<file path="src/rtl/lcd_cmd_pkg.sv">
package lcd_cmd_pkg;

    localparam int HALF_W = 16;
    localparam int REG_DW = 2 * HALF_W;
    localparam int REG_AW = 8;
    localparam int N_CFG  = 2;
    localparam int N_DCYC = 6;

    // Register byte offsets
    localparam logic [REG_AW-1:0] A_SYSCFG  = 8'h00;
    localparam logic [REG_AW-1:0] A_SYSSTAT = 8'h04;
    localparam logic [REG_AW-1:0] A_CTRL    = 8'h08;
    localparam logic [REG_AW-1:0] A_PIXCNT  = 8'h0C;
    localparam logic [REG_AW-1:0] A_LINE    = 8'h10;
    localparam logic [REG_AW-1:0] A_CMD     = 8'h14;
    localparam logic [REG_AW-1:0] A_PARAM   = 8'h18;
    localparam logic [REG_AW-1:0] A_DATA    = 8'h1C;
    localparam logic [REG_AW-1:0] A_RDPAR   = 8'h20;
    localparam logic [REG_AW-1:0] A_RDSTAT  = 8'h24;
    localparam logic [REG_AW-1:0] A_CFG0    = 8'h28;
    localparam logic [REG_AW-1:0] A_CFG1    = 8'h2C;
    localparam logic [REG_AW-1:0] A_ONOFF0  = 8'h30;
    localparam logic [REG_AW-1:0] A_CYC0    = 8'h34;
    localparam logic [REG_AW-1:0] A_ONOFF1  = 8'h38;
    localparam logic [REG_AW-1:0] A_CYC1    = 8'h3C;
    localparam logic [REG_AW-1:0] A_DCYC0   = 8'h40;
    localparam logic [REG_AW-1:0] A_VSYNC   = 8'h58;
    localparam logic [REG_AW-1:0] A_HSYNC   = 8'h5C;

    localparam logic [REG_DW-1:0] M_SYS   = 32'h0000_0019;
    localparam logic [REG_DW-1:0] M_CFG   = 32'h003F_1FFF;
    localparam logic [REG_DW-1:0] M_ONOFF = 32'h3FFF_FFFF;
    localparam logic [REG_DW-1:0] M_CYC   = 32'h0FFF_FFFF;
    localparam logic [REG_DW-1:0] M_DCYC  = 32'h0F1F_0F1F;
    localparam logic [REG_DW-1:0] M_LINE  = 32'h0000_07FF;
    localparam logic [REG_DW-1:0] M_SYNC  = 32'h0000_FFFF;
    localparam logic [REG_DW-1:0] CFG_RST = 32'h0031_0000;
    localparam logic [REG_DW-1:0] CFG_LOCK = 32'h0000_000C;

    localparam int CB_EN    = 0;
    localparam int CB_BYP   = 1;
    localparam int CB_SEL   = 2;
    localparam int CB_START = 4;

    typedef enum logic [1:0] {OP_NONE, OP_WRITE, OP_PAIR, OP_READ} op_e;

    typedef struct packed {
        logic              we;
        logic              rd;
        logic              a0;
        logic [HALF_W-1:0] data;
    } bus_cyc_t;

    function automatic op_e decode_op(input logic [REG_AW-1:0] a);
        case (a)
            A_CMD, A_PARAM:    return OP_WRITE;
            A_DATA:            return OP_PAIR;
            A_RDPAR, A_RDSTAT: return OP_READ;
            default:           return OP_NONE;
        endcase
    endfunction

    // A0 level: low only for the command write and the status read
    function automatic logic op_a0(input logic [REG_AW-1:0] a);
        return !(a == A_CMD || a == A_RDSTAT);
    endfunction

    function automatic logic counts_pixel(input logic [REG_AW-1:0] a);
        return (a == A_DATA) || (a == A_RDPAR) || (a == A_RDSTAT);
    endfunction

endpackage

</file>
<file path="src/rtl/lcd_cmd_cfg_regs.sv">
module lcd_cmd_cfg_regs
    import lcd_cmd_pkg::*;
#(
    parameter int NCHIP  = 2,
    localparam int CTRL_W = CB_SEL + NCHIP
) (
    input  logic              clk,
    input  logic              rst,
    input  logic              wr_en,
    input  logic [REG_AW-1:0] addr,
    input  logic [REG_DW-1:0] wdata,
    output logic              srst,
    output logic [CTRL_W-1:0] ctrl,
    output logic              cfg_lock,
    output logic [REG_DW-1:0] rdata
);
    logic [REG_DW-1:0] sys_q;
    logic [CTRL_W-1:0] ctrl_q;
    logic [REG_DW-1:0] line_q, vsync_q, hsync_q;
    logic [REG_DW-1:0] cfg_q   [N_CFG];
    logic [REG_DW-1:0] onoff_q [N_CFG];
    logic [REG_DW-1:0] cyc_q   [N_CFG];
    logic [REG_DW-1:0] dcyc_q  [N_DCYC];
    logic              clr;

    assign srst = wr_en && (addr == A_SYSCFG) && wdata[1];
    assign clr  = rst | srst;

    always_ff @(posedge clk) begin
        if (rst)
            sys_q <= '0;
        else if (wr_en && addr == A_SYSCFG)
            sys_q <= wdata & M_SYS;
    end

    always_ff @(posedge clk) begin
        if (clr) begin
            ctrl_q  <= CTRL_W'(2);
            line_q  <= '0;
            vsync_q <= '0;
            hsync_q <= '0;
            for (int s = 0; s < N_CFG; s++) begin
                cfg_q[s]   <= CFG_RST;
                onoff_q[s] <= '0;
                cyc_q[s]   <= '0;
            end
            for (int k = 0; k < N_DCYC; k++) dcyc_q[k] <= '0;
        end else if (wr_en) begin
            case (addr)
                A_CTRL:   ctrl_q     <= wdata[CTRL_W-1:0];
                A_LINE:   line_q     <= wdata & M_LINE;
                A_VSYNC:  vsync_q    <= wdata & M_SYNC;
                A_HSYNC:  hsync_q    <= wdata & M_SYNC;
                A_CFG0:   cfg_q[0]   <= wdata & M_CFG;
                A_CFG1:   cfg_q[1]   <= wdata & M_CFG;
                A_ONOFF0: onoff_q[0] <= wdata & M_ONOFF;
                A_ONOFF1: onoff_q[1] <= wdata & M_ONOFF;
                A_CYC0:   cyc_q[0]   <= wdata & M_CYC;
                A_CYC1:   cyc_q[1]   <= wdata & M_CYC;
                default: ;
            endcase
            for (int k = 0; k < N_DCYC; k++)
                if (addr == A_DCYC0 + REG_AW'(4 * k)) dcyc_q[k] <= wdata & M_DCYC;
        end
    end

    always_comb begin
        case (addr)
            A_SYSCFG: rdata = sys_q;
            A_CTRL:   rdata = REG_DW'(ctrl_q);
            A_LINE:   rdata = line_q;
            A_VSYNC:  rdata = vsync_q;
            A_HSYNC:  rdata = hsync_q;
            A_CFG0:   rdata = cfg_q[0];
            A_CFG1:   rdata = cfg_q[1];
            A_ONOFF0: rdata = onoff_q[0];
            A_ONOFF1: rdata = onoff_q[1];
            A_CYC0:   rdata = cyc_q[0];
            A_CYC1:   rdata = cyc_q[1];
            default:  rdata = '0;
        endcase
        for (int k = 0; k < N_DCYC; k++)
            if (addr == A_DCYC0 + REG_AW'(4 * k)) rdata = dcyc_q[k];
    end

    assign ctrl     = ctrl_q;
    assign cfg_lock = |(cfg_q[0] & cfg_q[1] & CFG_LOCK);

endmodule

</file>
<file path="src/rtl/lcd_cmd_bus_seq.sv">
module lcd_cmd_bus_seq
    import lcd_cmd_pkg::*;
#(
    parameter int NCHIP = 2,
    localparam int IDX_W = (NCHIP > 1) ? $clog2(NCHIP) : 1
) (
    input  logic                    clk,
    input  logic                    rst,
    input  logic                    wr_en,
    input  logic [REG_AW-1:0]       addr,
    input  logic [REG_DW-1:0]       wdata,
    input  logic [NCHIP-1:0]        sel,
    input  logic [NCHIP*HALF_W-1:0] chip_din,
    output logic [NCHIP-1:0]        chip_cs,
    output logic [NCHIP-1:0]        chip_we,
    output logic [NCHIP-1:0]        chip_rd,
    output logic [NCHIP-1:0]        chip_a0,
    output logic [NCHIP*HALF_W-1:0] chip_dout,
    output logic                    ready,
    output logic [HALF_W-1:0]       rxbuf
);
    bus_cyc_t          cyc_q;
    logic [NCHIP-1:0]  cs_q, rd_oh;
    logic              pend_q;
    logic [HALF_W-1:0] hi_q, rx_q;
    logic [IDX_W-1:0]  rd_idx_q, rd_pick;
    op_e               op;

    assign op = wr_en ? decode_op(addr) : OP_NONE;

    // lowest selected chip wins a read
    always_comb begin
        rd_pick = '0;
        for (int i = NCHIP - 1; i >= 0; i--)
            if (sel[i]) rd_pick = IDX_W'(i);
        rd_oh = '0;
        rd_oh[rd_pick] = |sel;
    end

    always_ff @(posedge clk) begin
        if (rst) begin
            cyc_q    <= '0;
            cs_q     <= '0;
            pend_q   <= 1'b0;
            hi_q     <= '0;
            rd_idx_q <= '0;
            rx_q     <= '0;
        end else begin
            if (cyc_q.rd) rx_q <= chip_din[rd_idx_q*HALF_W +: HALF_W];
            cyc_q  <= '0;
            cs_q   <= '0;
            pend_q <= 1'b0;
            if (pend_q) begin
                cyc_q.we   <= 1'b1;
                cyc_q.a0   <= 1'b1;
                cyc_q.data <= hi_q;
                cs_q       <= cs_q;
            end else begin
                case (op)
                    OP_WRITE, OP_PAIR: if (|sel) begin
                        cyc_q.we   <= 1'b1;
                        cyc_q.a0   <= op_a0(addr);
                        cyc_q.data <= wdata[HALF_W-1:0];
                        cs_q       <= sel;
                        pend_q     <= (op == OP_PAIR);
                        hi_q       <= wdata[REG_DW-1:HALF_W];
                    end
                    OP_READ: if (|sel) begin
                        cyc_q.rd <= 1'b1;
                        cyc_q.a0 <= op_a0(addr);
                        cs_q     <= rd_oh;
                        rd_idx_q <= rd_pick;
                    end
                    default: ;
                endcase
            end
        end
    end

    for (genvar i = 0; i < NCHIP; i++) begin : g_chip
        assign chip_cs[i]                  = cs_q[i];
        assign chip_we[i]                  = cs_q[i] & cyc_q.we;
        assign chip_rd[i]                  = cs_q[i] & cyc_q.rd;
        assign chip_a0[i]                  = cyc_q.a0;
        assign chip_dout[i*HALF_W +: HALF_W] = cyc_q.data;
    end

    assign ready = !(pend_q | cyc_q.rd);
    assign rxbuf = rx_q;


    we_rd_excl_chk: assert property (@(posedge clk) disable iff (rst)
        !(cyc_q.we && cyc_q.rd));

    rd_single_chip_chk: assert property (@(posedge clk) disable iff (rst)
        cyc_q.rd |-> ($countones(cs_q) == 1));

    second_half_chk: assert property (@(posedge clk) disable iff (rst)
        pend_q |=> (cyc_q.we && cyc_q.a0 && !pend_q && ($past(cs_q) == cs_q)));

endmodule

</file>
<file path="src/rtl/lcd_cmd_pixel_ctr.sv">
module lcd_cmd_pixel_ctr
    import lcd_cmd_pkg::*;
#(
    parameter int CNT_W = 32
) (
    input  logic             clk,
    input  logic             rst,
    input  logic             load,
    input  logic [CNT_W-1:0] load_val,
    input  logic             step,
    input  logic             start,
    output logic [CNT_W-1:0] count,
    output logic             busy,
    output logic             frame_done
);
    logic [CNT_W-1:0] cnt_q;
    logic             busy_q, done_q;

    always_ff @(posedge clk) begin
        if (rst) begin
            cnt_q  <= '0;
            busy_q <= 1'b0;
            done_q <= 1'b0;
        end else begin
            done_q <= 1'b0;
            if (load) begin
                cnt_q <= load_val;
            end else if (step) begin
                cnt_q <= cnt_q - 1'b1;
                if (cnt_q == CNT_W'(1)) begin
                    busy_q <= 1'b0;
                    done_q <= busy_q;
                end
            end
            if (start && !busy_q) busy_q <= 1'b1;
        end
    end

    assign count      = cnt_q;
    assign busy       = busy_q;
    assign frame_done = done_q;


    done_after_busy_chk: assert property (@(posedge clk) disable iff (rst)
        done_q |-> ($past(busy_q) && !busy_q));

    busy_end_done_chk: assert property (@(posedge clk) disable iff (rst)
        (!busy_q && $past(busy_q) && !$past(rst)) |-> done_q);

endmodule

</file>
<file path="src/rtl/lcd_cmd_bridge.sv">
module lcd_cmd_bridge
    import lcd_cmd_pkg::*;
#(
    parameter int NCHIP = 2,
    parameter int PIX_W = 32
) (
    input  logic                    clk,
    input  logic                    rst,
    input  logic                    reg_wr,
    input  logic [REG_AW-1:0]       reg_addr,
    input  logic [REG_DW-1:0]       reg_wdata,
    output logic [REG_DW-1:0]       reg_rdata,
    output logic                    reg_ready,
    input  logic                    mode_en,
    output logic                    frame_done,
    output logic [NCHIP-1:0]        chip_cs,
    output logic [NCHIP-1:0]        chip_we,
    output logic [NCHIP-1:0]        chip_rd,
    output logic [NCHIP-1:0]        chip_a0,
    output logic [NCHIP*HALF_W-1:0] chip_dout,
    input  logic [NCHIP*HALF_W-1:0] chip_din
);
    localparam int CTRL_W = CB_SEL + NCHIP;

    logic              wr_acc, srst, clr, cfg_lock, busy, start, step, load;
    logic [CTRL_W-1:0] ctrl;
    logic [REG_DW-1:0] cfg_rdata;
    logic [PIX_W-1:0]  pix_count;
    logic [HALF_W-1:0] rxbuf;

    assign wr_acc = reg_wr && reg_ready;
    assign clr    = rst | srst;

    assign start = wr_acc && (reg_addr == A_CTRL) && reg_wdata[CB_START]
                && reg_wdata[CB_EN] && !reg_wdata[CB_BYP] && mode_en && !cfg_lock;
    assign step  = wr_acc && counts_pixel(reg_addr);
    assign load  = wr_acc && (reg_addr == A_PIXCNT);

    lcd_cmd_cfg_regs #(.NCHIP(NCHIP)) u_cfg (
        .clk(clk), .rst(rst), .wr_en(wr_acc), .addr(reg_addr), .wdata(reg_wdata),
        .srst(srst), .ctrl(ctrl), .cfg_lock(cfg_lock), .rdata(cfg_rdata)
    );

    lcd_cmd_bus_seq #(.NCHIP(NCHIP)) u_seq (
        .clk(clk), .rst(clr), .wr_en(wr_acc), .addr(reg_addr), .wdata(reg_wdata),
        .sel(ctrl[CB_SEL +: NCHIP]), .chip_din(chip_din),
        .chip_cs(chip_cs), .chip_we(chip_we), .chip_rd(chip_rd), .chip_a0(chip_a0),
        .chip_dout(chip_dout), .ready(reg_ready), .rxbuf(rxbuf)
    );

    lcd_cmd_pixel_ctr #(.CNT_W(PIX_W)) u_pix (
        .clk(clk), .rst(clr), .load(load), .load_val(PIX_W'(reg_wdata)),
        .step(step), .start(start), .count(pix_count), .busy(busy),
        .frame_done(frame_done)
    );

    always_comb begin
        case (reg_addr)
            A_SYSSTAT:         reg_rdata = {23'd0, busy, 7'd0, 1'b1};
            A_PIXCNT:          reg_rdata = REG_DW'(pix_count);
            A_RDPAR, A_RDSTAT: reg_rdata = REG_DW'(rxbuf);
            default:           reg_rdata = cfg_rdata;
        endcase
    end

endmodule

</file>
<file path="config.mk">
export PLATFORM = sky130hd
export DESIGN_NAME = lcd_cmd_bridge
export DESIGN_NICKNAME = d
export VERILOG_FILES = /design/src/rtl/lcd_cmd_pkg.sv /design/src/rtl/lcd_cmd_cfg_regs.sv /design/src/rtl/lcd_cmd_bus_seq.sv /design/src/rtl/lcd_cmd_pixel_ctr.sv /design/src/rtl/lcd_cmd_bridge.sv
export SDC_FILE = /design/constraint.sdc
export NUM_CORES = 1
export LEC_CHECK = 0
export BUFFER_PORTS_ARGS = -buffer_cell sky130_fd_sc_hd__buf_4
export CORE_UTILIZATION = 43
export CTS_CLUSTER_SIZE = 14
export DETAILED_ROUTE_END_ITERATION = 12
export PLACE_DENSITY = 0.71
export SLEW_MARGIN = 15
export SYNTH_ARGS = -nofsm -noshare
export SYNTH_HDL_FRONTEND = slang
export SYNTH_HIERARCHICAL = 1
export SYNTH_SLANG_ARGS = --single-unit
</file>
<file path="constraint.sdc">
create_clock -name clk -period 2.7 [get_ports clk]
set_input_delay 0.135 -clock clk [delete_from_list [all_inputs] [get_ports clk]]
set_output_delay 0.135 -clock clk [all_outputs]
set_load 0.05 [all_outputs]
</file>
==> summary.txt <==
Clock tree
  • Clk Latency, worst-skew pair: 0.60 ns
  • Worst-path clk slew: 0.06 ns
  • Clk root buf: clkbuf_16
  • Clk sink count: 401
  • Clk buf depth: 3
  • H-Tree Depth: 2
  • Num CTS Buffers: 42
  • TritonCTS clock tree: done

Worst setup path
  • CP top delay family: compound AO/OA/AOI/OAI gates
  • FF-to-FF setup slack: 0.06 ns
  • Crit path capture type: primary output
  • Critical R2R Launch: u_seq/pend_q
  • Critical path type: flip-flop to primary output
  • CP max stage cell: edfxtp_1
  • Buf/Inv on CP: 1
  • Reg2reg end: u_seq/chip_dout[11]
  • CP cell instances: mux2i_1 > nor3_1 > a221o_1 > o31a_1 > a221o_1 > a221o_1 > buf_6
  • CP dominant cell by count: a221o_1
  • Crit path DAT: 2.71 ns
  • Startpoint class of the critical path: flip-flop
  • CP max stage delay: 0.36 ns
  • R2R depth: 8
  • Data required, critical path: 2.57 ns
  • Critical path peak fanout: 1

GRT
  • Antenna violations before repair: 3
  • First-pass GRT wire length: 102.8 mm
  • GRT Total Usage: 30.08%
  • Overflow after GRT: 0
  • Number of global-route vias before repair: 15700
  • Largest net degree at the start of global routing: 35

Detailed routing
  • DR iter-0 viols: 2210
  • ANT nets after route: 0
  • Detailed-route via count: 16140
  • DR vias/cell: 6.119
  • Total Wirelength: 69.33 mm
  • WL per Instance: 26.29 µm
  • TritonRoute pass-1 iters: 8
  • DRC: 0

Layout
  • Multi-input gate area: 0.008043 mm²
  • Register area: 0.01065 mm²
  • Layout cells sized above 1: 25.34%
  • # fillers: 3701
  • Area growth syn-to-layout: 25.13%
  • Final net count: 2093
  • Post-layout instance area: 0.02416 mm²
  • Post-Layout Cell Count: 2637

Power and ir drop
  • Leakage: 0.009083 µW
  • PD cells: 552.2 mW/mm²
  • Max IR drop VDD: 0.0004780 V

Yosys
  • Synthesized area: 0.01931 mm²
  • Unique masters post-synth: 92
  • Ys flop type: edfxtp_1
  • Avg Cell Area, Syn: 11.04 µm²
  • Post-synthesis mux area share: 2.864%
  • FFs w/ async S/R, synth: 0%
  • Largest family of logic cells by synthesized area: simple AND/OR/NAND/NOR gates
  • Seq cells post-synth: 401
  • Synth Area in XOR/XNOR: 0.4082%
  • Seq/Total Area, Yosys: 55.15%
  • Post-Synthesis Cells: 1749
  • Post-synth EDFFs: 262
  • Simple-Gate Fraction of Synth Area: 19.82%
  • Yosys Warn Count: 6
  • Synth Area in Adders: 0.3240%
  • Synth Area in Compound Gates: 16.21%

Min path
  • Hold Crit Depth: 5
  • Hold WC Path Type: primary input to flip-flop
  • Min-delay src: reg_wr
  • Worst Hold Endpoint: u_pix/busy

Timing
  • RSZ-0062 raised after global routing: true
  • Final setup fails: 6
  • Fmax: 351.5 MHz
  • Crit share post-route: 105.4%
  • Final worst setup slack: -0.1452 ns
  • Clock Skews: 0.02847 ns
  • Worst Tran Pin Value: 1.018 ns
  • Slew headroom: 32.06%
  • Fin. Hold Viols: 0
  • Min Tclk post-route: 2.845 ns
  • Slew Limit Fails: 0
  • Total negative slack: -0.4937 ns

Placement
  • Placer Congestion: 0.9921
  • Area after DPL: 0.02184 mm²
  • Placed Cells: 2496
  • DP HPWL: 47.86 mm
  • Port bufs: 149

Die
  • Cell Rows: 77
  • Die Height: 213.9 µm
  • CORE AREA: 0.04422 mm²
  • Die Area: 0.04576 mm²
  • Chip width: 213.9 µm
  • Initial Util: 43.67%
  • Io pins: 150

Outcome
  • Failing checks: negative setup slack
  • Outcome: finished, violations left

Job
  • Max-Cap Viols: 0
==> layout make-up <==
type	count	share of cell area, %
clock inverter	16	0.6214
timing repair buffer	389	14.00
inverter	11	0.1709
clock buffer	60	4.759
tap	592	3.066
sequential	401	44.09
multi-input combinational	1167	33.29
antenna	1	0.01036
==> stage by stage <==
stage	power, µW	setup WS (ns)	hold slack [ns]	utilization, %
4_1_cts	13350	-0.1790	0.07298	54.41
6_report	13340	-0.1452	0.1102	54.64
5_1_grt	13680	-0.2054	0.1214	54.63
3_5_place_dp	7728	-0.5022	0.4165	49.38
2_1_floorplan	7187	-0.1466	0.2041	-
3_3_place_gp	7719	-0.4601	0.4155	49.38
==> report_power, final <==
group          switching [µW]  internal, µW
registers                43.5          6620
logic                     672           392
clock network            2510          3100
total                    3230         10100
==> per-layer routing <==
metal | vias to the layer above | global-route usage [%] | part of all wire, %
met3 | 157 | 8.060 | 11
met2 | 924 | 45.13 | 45
met1 | 7969 | 40.91 | 41
met5 | - | 0 | 0.017
met4 | 2 | 12.83 | 3.8
li1 | 7084 | - | -
==> what timing repair did <==
item | CTS | global route
setup endpoints to repair | 49 | 72
hold endpoints to repair | 167 | 0
pin swaps | 23 | 19
hold buffers | 66 | 0
gates resized for setup | 56 | 16
setup buffers | 3 | 1
==> registers in the layout, indices dropped and copies added, names as in the netlist, 2 cells and up <==
name / cells
u_cfg/cfg_q: 38
u_cfg/ctrl: 4
u_cfg/cyc_q: 56
u_cfg/dcyc_q: 108
u_cfg/hsync_q: 16
u_cfg/line_q: 11
u_cfg/onoff_q: 60
u_cfg/sys_q: 3
u_cfg/vsync_q: 16
u_pix/count: 32
u_seq/chip_cs: 2
u_seq/chip_dout: 16
u_seq/cyc_q: 2
u_seq/hi_q: 16
u_seq/rxbuf: 16
==> synthesized netlist by cell type (35+ instances only) <==
| master | n | share of area (%) |
|---|---|---|
| edfxtp_1 | 262 | 41 |
| and2_1 | 189 | 6.1 |
| nand2_1 | 145 | 2.8 |
| dfxtp_1 | 139 | 14 |
| nor2_1 | 93 | 1.8 |
| a21oi_1 | 91 | 2.4 |
| clkbuf_1 | 58 | 1.1 |
| nand3_1 | 52 | 1.3 |
| a22oi_1 | 49 | 1.9 |
| buf_2 | 47 | 1.2 |
| o21ai_0 | 46 | 1.2 |
| buf_4 | 41 | 1.6 |
| a22o_1 | 39 | 1.8 |
| mux2i_1 | 35 | 1.8 |
==> how the worst max path moves through the flow <==
stage                      end               start  slack, ns  cells past startpoint
2_1_floorplan  u_pix/count[15]     u_seq/cyc_q[17]      -0.15                     11
3_3_place_gp      reg_rdata[9]         reg_addr[2]      -0.46                     11
3_5_place_dp     reg_rdata[10]         reg_addr[2]      -0.50                     10
4_1_cts          reg_rdata[11]  u_cfg/cfg_q[0][11]      -0.18                      7
5_1_grt           reg_rdata[9]  u_cfg/cyc_q[0][37]      -0.21                      8
6_report         reg_rdata[11]  u_cfg/cfg_q[0][11]      -0.15                      7
==> placed cells by master (no fill, tap or decap), drive strengths merged, types with 10 or more instances in the layout <==
master	Yosys	layout
a2111oi	10	10
a211oi	29	29
a21o	18	18
a21oi	101	101
a221o	22	22
a22o	39	39
a22oi	49	49
a311oi	17	17
and2	189	189
and3	22	22
buf	111	323
clkbuf	60	60
clkinv	3	15
dfxtp	139	139
dlygate4sd3	0	66
edfxtp	262	262
inv	8	11
mux2i	35	35
nand2	145	145
nand2b	13	13
nand3	52	52
nor2	103	103
nor2b	16	16
nor3	23	23
nor4	19	19
o21ai	47	47
o22ai	21	21
o31ai	16	16
or2	10	10
or3	15	15
or4	20	20
==> worst reg2reg max path, delay by kind of cell (launching register included) <==
kind            cells  cell delay [ns]
buf+inv             2             0.44
compound gates      1             0.29
simple gates        5             1.40
flops               1             0.43
==> cell families (layout without fill, tap and decap cells) <==
| kind of cell | Yosys count | in the layout |
|---|---|---|
| flops | 401 | 401 |
| mux | 47 | 47 |
| fa+ha+maj | 5 | 5 |
| xor+xnor | 9 | 9 |
| buf+inv | 182 | 476 |
| simple gates | 670 | 670 |
| other cells | 1 | 3 |
| compound gates | 434 | 434 |
(Power assumes the default switching activity.)
